===== src/rtl/smem_pkg.sv =====
`timescale 1ns/1ps
package smem_pkg;
  localparam int SETUP_W = 6;
  localparam int PULSE_W = 7;
  localparam int CYCLE_W = 9;
  localparam int CNT_W   = 10;
  localparam int N_CHAN  = 4;   // 0 rd strobe, 1 rd cs, 2 wr strobe, 3 wr cs

  localparam logic [SETUP_W-1:0] SETUP_RST = SETUP_W'(1);
  localparam logic [PULSE_W-1:0] PULSE_RST = PULSE_W'(1);
  localparam logic [CYCLE_W-1:0] CYCLE_RST = CYCLE_W'(3);

  // 128*c[5] + c[4:0]
  function automatic logic [CNT_W-1:0] dec_setup(input logic [SETUP_W-1:0] c);
    return {2'b00, c[5], 2'b00, c[4:0]};
  endfunction

  // 256*c[6] + c[5:0]
  function automatic logic [CNT_W-1:0] dec_pulse(input logic [PULSE_W-1:0] c);
    return {1'b0, c[6], 2'b00, c[5:0]};
  endfunction

  // 256*c[8:7] + c[6:0]
  function automatic logic [CNT_W-1:0] dec_cycle(input logic [CYCLE_W-1:0] c);
    return {c[8:7], 1'b0, c[6:0]};
  endfunction
endpackage


===== src/rtl/smem_cfg_regs.sv =====
`timescale 1ns/1ps
module smem_cfg_regs
  import smem_pkg::*;
(
  input  logic                                clk,
  input  logic                                rst_n,
  input  logic                                cfg_wr,
  input  logic [1:0]                          cfg_addr,
  input  logic [31:0]                         cfg_wdata,
  output logic [N_CHAN-1:0][SETUP_W-1:0]      setup_f,
  output logic [N_CHAN-1:0][PULSE_W-1:0]      pulse_f,
  output logic [1:0][CYCLE_W-1:0]             cycle_f,
  output logic                                by_cs
);
  logic unused_bits;
  assign unused_bits = ^{cfg_wdata[31], cfg_wdata[23], cfg_wdata[15], cfg_wdata[7]};

  for (genvar i = 0; i < N_CHAN; i++) begin : g_chan
    always_ff @(posedge clk or negedge rst_n) begin
      if (!rst_n) begin
        setup_f[i] <= SETUP_RST;
        pulse_f[i] <= PULSE_RST;
      end else if (cfg_wr) begin
        if (cfg_addr == 2'd0) setup_f[i] <= cfg_wdata[8*i +: SETUP_W];
        if (cfg_addr == 2'd1) pulse_f[i] <= cfg_wdata[8*i +: PULSE_W];
      end
    end
  end

  for (genvar j = 0; j < 2; j++) begin : g_cyc
    always_ff @(posedge clk or negedge rst_n) begin
      if (!rst_n)                           cycle_f[j] <= CYCLE_RST;
      else if (cfg_wr && cfg_addr == 2'd2)  cycle_f[j] <= cfg_wdata[16*j +: CYCLE_W];
    end
  end

  always_ff @(posedge clk or negedge rst_n) begin
    if (!rst_n)                          by_cs <= 1'b0;
    else if (cfg_wr && cfg_addr == 2'd3) by_cs <= cfg_wdata[0];
  end
endmodule


===== src/rtl/smem_field_decode.sv =====
`timescale 1ns/1ps
module smem_field_decode
  import smem_pkg::*;
(
  input  logic [N_CHAN-1:0][SETUP_W-1:0] setup_f,
  input  logic [N_CHAN-1:0][PULSE_W-1:0] pulse_f,
  input  logic [1:0][CYCLE_W-1:0]        cycle_f,
  output logic [N_CHAN-1:0][CNT_W-1:0]   setup_n,
  output logic [N_CHAN-1:0][CNT_W-1:0]   pulse_n,
  output logic [1:0][CNT_W-1:0]          cycle_n
);
  for (genvar i = 0; i < N_CHAN; i++) begin : g_dec
    assign setup_n[i] = dec_setup(setup_f[i]);
    assign pulse_n[i] = dec_pulse(pulse_f[i]);
  end
  for (genvar j = 0; j < 2; j++) begin : g_cyc
    assign cycle_n[j] = dec_cycle(cycle_f[j]);
  end
endmodule


===== src/rtl/smem_win.sv =====
`timescale 1ns/1ps
module smem_win #(
  parameter int CNT_W = 10
) (
  input  logic             en,
  input  logic [CNT_W-1:0] cnt,
  input  logic [CNT_W-1:0] setup,
  input  logic [CNT_W-1:0] pulse,
  output logic             active,
  output logic             closing
);
  logic [CNT_W:0] stop;
  assign stop    = {1'b0, setup} + {1'b0, pulse};
  assign active  = en && ({1'b0, cnt} >= {1'b0, setup}) && ({1'b0, cnt} < stop);
  assign closing = en && (pulse != '0) && ({1'b0, cnt} == stop - 1'b1);
endmodule


===== src/rtl/smem_strobe_gen.sv =====
`timescale 1ns/1ps
module smem_strobe_gen
  import smem_pkg::*;
#(
  parameter int ADDR_W = 16,
  parameter int DATA_W = 16
) (
  input  logic              clk,
  input  logic              rst_n,
  input  logic              cfg_wr,
  input  logic [1:0]        cfg_addr,
  input  logic [31:0]       cfg_wdata,
  input  logic              req_valid,
  input  logic              req_write,
  input  logic [ADDR_W-1:0] req_addr,
  input  logic [DATA_W-1:0] req_wdata,
  output logic              req_ready,
  output logic              done,
  output logic [DATA_W-1:0] rd_data,
  output logic [ADDR_W-1:0] mem_addr,
  output logic [DATA_W-1:0] mem_wdata,
  input  logic [DATA_W-1:0] mem_rdata,
  output logic              mem_cs_n,
  output logic              mem_rd_n,
  output logic              mem_wr_n
);
  logic [N_CHAN-1:0][SETUP_W-1:0] setup_f;
  logic [N_CHAN-1:0][PULSE_W-1:0] pulse_f;
  logic [1:0][CYCLE_W-1:0]        cycle_f;
  logic                           by_cs;
  logic [N_CHAN-1:0][CNT_W-1:0]   setup_n;
  logic [N_CHAN-1:0][CNT_W-1:0]   pulse_n;
  logic [1:0][CNT_W-1:0]          cycle_n;

  smem_cfg_regs u_regs (
    .clk, .rst_n, .cfg_wr, .cfg_addr, .cfg_wdata,
    .setup_f, .pulse_f, .cycle_f, .by_cs
  );

  smem_field_decode u_dec (
    .setup_f, .pulse_f, .cycle_f, .setup_n, .pulse_n, .cycle_n
  );

  // access state and snapshot of decoded timing
  logic              busy_q, op_wr_q, by_cs_q, done_q;
  logic [CNT_W-1:0]  cnt_q, last_q;
  logic [CNT_W-1:0]  st_setup_q, st_pulse_q, cs_setup_q, cs_pulse_q;
  logic [ADDR_W-1:0] addr_q;
  logic [DATA_W-1:0] wdata_q, rdata_q;

  // named internal events
  logic             acc_start, acc_last, rd_capture;
  logic             st_act, st_close, cs_act, cs_close;
  logic [CNT_W-1:0] sel_cycle;

  assign acc_start = req_valid && !busy_q;
  assign acc_last  = busy_q && (cnt_q == last_q);
  assign sel_cycle = cycle_n[req_write];

  always_ff @(posedge clk or negedge rst_n) begin
    if (!rst_n) begin
      busy_q     <= 1'b0;
      op_wr_q    <= 1'b0;
      by_cs_q    <= 1'b0;
      done_q     <= 1'b0;
      cnt_q      <= '0;
      last_q     <= '0;
      st_setup_q <= '0;
      st_pulse_q <= '0;
      cs_setup_q <= '0;
      cs_pulse_q <= '0;
      addr_q     <= '0;
      wdata_q    <= '0;
    end else begin
      done_q <= acc_last;
      if (acc_start) begin
        busy_q     <= 1'b1;
        cnt_q      <= '0;
        op_wr_q    <= req_write;
        by_cs_q    <= by_cs;
        st_setup_q <= setup_n[req_write ? 2 : 0];
        st_pulse_q <= pulse_n[req_write ? 2 : 0];
        cs_setup_q <= setup_n[req_write ? 3 : 1];
        cs_pulse_q <= pulse_n[req_write ? 3 : 1];
        last_q     <= (sel_cycle == '0) ? '0 : sel_cycle - 1'b1;
        addr_q     <= req_addr;
        wdata_q    <= req_wdata;
      end else if (busy_q) begin
        if (acc_last) busy_q <= 1'b0;
        else          cnt_q  <= cnt_q + 1'b1;
      end
    end
  end

  smem_win #(.CNT_W(CNT_W)) u_win_st (
    .en(busy_q), .cnt(cnt_q), .setup(st_setup_q), .pulse(st_pulse_q),
    .active(st_act), .closing(st_close)
  );

  smem_win #(.CNT_W(CNT_W)) u_win_cs (
    .en(busy_q), .cnt(cnt_q), .setup(cs_setup_q), .pulse(cs_pulse_q),
    .active(cs_act), .closing(cs_close)
  );

  assign rd_capture = !op_wr_q && (by_cs_q ? cs_close : st_close);

  always_ff @(posedge clk or negedge rst_n) begin
    if (!rst_n)          rdata_q <= '0;
    else if (rd_capture) rdata_q <= mem_rdata;
  end

  assign req_ready = !busy_q;
  assign done      = done_q;
  assign rd_data   = rdata_q;
  assign mem_addr  = busy_q ? addr_q : '0;
  assign mem_wdata = (busy_q && op_wr_q) ? wdata_q : '0;
  assign mem_cs_n  = !cs_act;
  assign mem_rd_n  = !(st_act && !op_wr_q);
  assign mem_wr_n  = !(st_act && op_wr_q);
endmodule


===== config.mk =====
export PLATFORM = sky130hd
export DESIGN_NAME = smem_strobe_gen
export DESIGN_NICKNAME = d
export VERILOG_FILES = /design/src/rtl/smem_pkg.sv /design/src/rtl/smem_cfg_regs.sv /design/src/rtl/smem_field_decode.sv /design/src/rtl/smem_win.sv /design/src/rtl/smem_strobe_gen.sv
export SDC_FILE = /design/constraint.sdc
export NUM_CORES = 1
export LEC_CHECK = 0
export ABC_AREA = 0
export BUFFER_PORTS_ARGS = -buffer_cell sky130_fd_sc_hd__buf_2
export CAP_MARGIN = 20
export CORE_MARGIN = 4
export CORE_UTILIZATION = 45
export DETAILED_ROUTE_END_ITERATION = 12
export PLACE_DENSITY = 0.7
export SLEW_MARGIN = 10
export SYNTH_ARGS = -nofsm -noshare
export SYNTH_HDL_FRONTEND = slang
export SYNTH_SLANG_ARGS = --single-unit

===== constraint.sdc =====
create_clock -name clk -period 8.65 [get_ports clk]
set_input_delay 0.865 -clock clk [delete_from_list [all_inputs] [get_ports clk]]
set_output_delay 0.865 -clock clk [all_outputs]
set_load 0.005 [all_outputs]

# After elaboration in Yosys (flattened, before gate mapping)
# Cells that the tools add are included.
# op_classes
n_addsub	6
order_cmp	7
eq_ne	7
n_mux	26
reduce_logical	29
# op_table
cell	count
$mux 10	14
$bmux 10 s2	4
$mux 16	2
$add 10x10->11	2
$eq 10x11->1	2
$lt 10x11->1	2
$sub 11x1->11 const B	2
$ge 10x10->1	2
$reduce_bool 10->1	2
$logic_and 1x1->1	16
$add 10x1->10 const B	1
$eq 10x10->1	1
$logic_not 10->1	1
$sub 10x1->10 const B	1
$lt 2x3->1 const B	2
$reduce_and 2->1	3
$logic_not 1->1	5
$eq 2x2->1 const B	2
$mux 1	4
$mux 2	2
$eq 2x1->1 const B	1
$logic_not 2->1	1
$lt 1x2->1 const B	1
$ne 2x2->1 const B	1
$reduce_bool 2->1	1
# word_totals
register_bits	183
output_inout_bits	53

# Depth between registers and ports, before layout
# depth
ltp_word	6
depth_mapped	14
depth_no_buf	14

# Cells and area by module
# From an unflattened synthesis, not the netlist that was laid out.
# hier_totals
cells_unflattened	1028
area_unflattened_um2	11223.3
# by_module_without_submodules
mod	n_inst	cells_each	area_each_um2
smem_strobe_gen	1	473	5360.1
smem_cfg_regs	1	152	2717.6
smem_win (u_win_st)	1	156	1228.7
smem_win (u_win_cs)	1	146	1162.4
smem_field_decode	1	101	754.5

# Least setup slack after synthesis
# OpenSTA, ideal clock, no wires.
# synth_timing
path_type	register to output
from	register st_setup_q[0]
to	output port mem_wr_n
t_arrival_ns	2.723
required_time_ns	7.785
path_slack_ns	5.062
stages_incl_launch_ff	14
path_cell_list	dfrtp_1 ha_1 inv_1 fa_1 xor2_1 ha_1 o21a_1 o21a_1 o21a_1 o21a_1 o21a_1 o21a_1 o21ai_0 nand3_1
# synth_via
elab_chain_cells	5
elab_cells_between_ends	7
cone_classes	add/sub (1); order compare (2); reduce/logical (4)
# synth_lines
element	line_no	text
start, declared	smem_strobe_gen.sv:47	logic [CNT_W-1:0] st_setup_q, st_pulse_q, cs_setup_q, cs_pulse_q;
start signal, assigned	smem_strobe_gen.sv:81	st_setup_q <= setup_n[req_write ? 2 : 0];
$add 10x10->11 or $ge 10x10->1 (tied branches)	smem_win.sv:13, smem_win.sv:14	
$lt 10x11->1 or $logic_and 1x1->1 (tied branches)	smem_win.sv:14	assign active = en && ({1'b0, cnt} >= {1'b0, setup}) && ({1'b0, cnt} < stop);
$logic_and 1x1->1 *	smem_win.sv:14	
$logic_and 1x1->1 *	smem_strobe_gen.sv:119	assign mem_wr_n = !(st_act && op_wr_q);
$logic_not 1->1 *	smem_strobe_gen.sv:119	
end, declared	smem_strobe_gen.sv:25	output logic mem_wr_n
# Mark *: on every way between the ends. The rest lies on a longest branch, timed or not.

# Final worst setup path
# layout_timing
from	register st_setup_q[2]
to	output port mem_wr_n
# Same word-level chain as after synthesis.

==> impl_metrics.tcl <==
set metrics [dict create \
    cts.sinks 169 \
    drive_above_1_share_pct 35.9 \
    dp_hpwl_um 13000 \
    post_cts_buffers 0 \
    crit_path_end_kind "primary output" \
    max_slew.worst_pin.slew_ps 994 \
    synth_top_area_share_pct 43.7 \
    htree_num_levels 4 \
    post-route-period-util_pct 51.8 \
    rsz0062_at_grt "no" \
    wl_met1_um 8640 \
    ctsRootBufferMaster "clkbuf_16" \
    nets 1034 \
    antenna_found_initial 0 \
    path_class "reg2out" \
    synth_flop_cell "dfrtp_1" \
    arrival_ps 3610 \
    synth_area_leaders "dfrtp_1 (44%), mux2_2 (14%), ha_1 (5.8%)" \
    ys_types 62 \
    async_flop_share_pct 100 \
    ys_warn_count 0 \
    layout.cells.non_filler 1181 \
    routedWlPerCell_um 15.4 \
    drt_wl_total_um 18200 \
    synth_area_mm2 0.00899 \
    tns_ps 0 \
    power.static_leakage_uw 0.00500 \
    nFillCells 1717 \
    worstPathRequired_ps 7790 \
    final_cell_mix "dfrtp_1 (157), buf_2 (136), mux2_2 (113)" \
    hold_class "in2async" \
    fin_crit_ps 4480 \
    cts_tree "built" \
    synth_largest_area_cell "dfrtp_1" \
    cp_max_fo 7 \
    place_ws_ps 4630 \
    grt_pass1_vias 6123 \
    holdBufCountCts 0 \
    final_common_cell "dfrtp_1" \
    worstSkewPairLatency_ps 440 \
    final_max_slew_viol_count 0 \
    grt_pass1_wl_um 30400 \
    numPortBuffers 137 \
    cap_violations 0 \
    vias 6076 \
    status "finished, final reports clean" \
    antenna-diode-count 0 \
    cts_buffer_depth 2 \
    grt_max_degree 114 \
    start_kind "flop" \
    start_util_pct 45.9 \
    p_total_uw 3830 \
    core_mm2 0.0196 \
    drt_iter0_markers 320 \
    cts-resized-gates 0 \
    rows 51 \
    vdd_drop_max_mv 0.189 \
    clock_skew_ps 10.5 \
    cts_inserted_buffers 17 \
    drt_pass1_iterations 4 \
    dpl_cell_area_mm2 0.00991 \
    finalHoldViolCount 0 \
    fmax_mhz 223 \
    vias_per_cell 5.14 \
    final_area_mm2 0.0105 \
    die_area_mm2 0.0223 \
    p_per_area_mw_per_mm2 363 \
    overflow 0 \
    ys_seq_area_share_pct 47.2 \
    setup_violations 0 \
    routed-wl-met2_um 8610 \
    ioPinCount 140 \
    die_w_um 149 \
    top_layer_used "met4" \
    gp_congestion 0.797 \
    slew_headroom_pct 33.5 \
    synthCells 778 \
    synth_edf_count 0 \
    drc_errors 0 \
    setup_ws_ps 4170 \
    syn_nets 909 \
    wl_met3_um 602 \
    dp_cells 1148 \
    syn_area_per_cell_um2 11.6 \
    ys_ff_latch 169 \
    die-height_um 149 \
    syn_to_final_growth_pct 17.1 \
    grt_usage_pct 17.0 \
    clk_pin_slew_worst_paths_ps 70 \
    ant_nets 0 \
]
[layout make-up]
cell class	count	area, um2	share of cell area, %
multi-input combinational	540	4480	42.6
sequential	169	4240	40.3
clock buffer	19	443	4.20
timing repair buffer	143	757	7.19
inverter	32	120	1.14
tap	265	332	3.15
clock inverter	13	154	1.46
[through the flow]
stage | hold WS [ps] | utilization, %
after global placement | 478 | 50.6
after detailed placement | 486 | 50.6
after floorplan | 468 | -
after global routing | 252 | 53.8
after CTS | 501 | 53.6
final | 262 | 53.8
[power breakdown]
| group | leakage, uW | switching [uW] | internal, uW |
|---|---|---|---|
| registers | 0.00202 | 239 | 1080 |
| logic | 0.00268 | 870 | 868 |
| clock network | 0.000292 | 332 | 441 |
| total | 0.00500 | 1440 | 2390 |
[synthesized netlist by cell type, types with 19 or more instances]
master	number
xor2_1	19
ha_1	42
clkbuf_1	27
inv_1	32
xnor2_1	20
and3_1	26
o21ai_0	59
nand2_1	60
dfrtp_1	157
mux2_2	113
mux2i_1	37
[critical path, stage by stage (launching register included)]
cell and delay [ps]:
dfrtp_1 410, ha_1 390, a21oi_1 220, nand2_1 120, xor2_2 390, inv_1 90, ha_1 280, o21a_1 110
o21a_1 170, o21a_1 160, o21a_1 160, o21a_1 160, o21ai_0 220, nand3_1 130, buf_2 180
[path summary, 6_finish.rpt]
check	cells past startpoint	slack, ps	start	to
max	14	4170	st_setup_q[2]	mem_wr_n
min	1	260	rst_n	rd_data[13]
max reg2reg	11	5010	cs_setup_q[0]	rd_data[3]
min reg2reg	1	500	addr_q[6]	addr_q[6]
max in group asynchronous	3	6910	rst_n	wdata_q[4]
min in group clk	1	500	addr_q[6]	addr_q[6]
[cells by family (layout without fill, tap and decap cells)]
kind of cell	after synthesis	count (layout)	share of synthesized area [%]
xor gates and xnor gates	42	42	4.34
adders and majority gates	44	44	6.29
buffers and inverters	69	207	3.10
DFF	169	169	47.2
AOI/OAI and AO/OA	110	110	7.82
muxes	161	161	20.1
and+or+nand+nor	183	183	11.2
[state kept, by name (all words and copies together), names as in the netlist]
signal,cells
u_regs.pulse_f,28
u_regs.setup_f,24
u_regs.cycle_f,18
addr_q,16
rd_data,16
wdata_q,16
cnt_q,10
last_q,10
cs_pulse_q,7
st_pulse_q,7
cs_setup_q,6
st_setup_q,6
busy_q,1
by_cs_q,1
done,1
op_wr_q,1
u_regs.by_cs,1
[layer usage]
layer | up-vias | global-route usage (%)
met2 | 106 | 27.5
li1 | 3003 | -
met1 | 2946 | 23.0
met3 | 21 | 3.37
met5 | - | 0
met4 | 0 | 5.90
(Power assumes the default switching activity.)
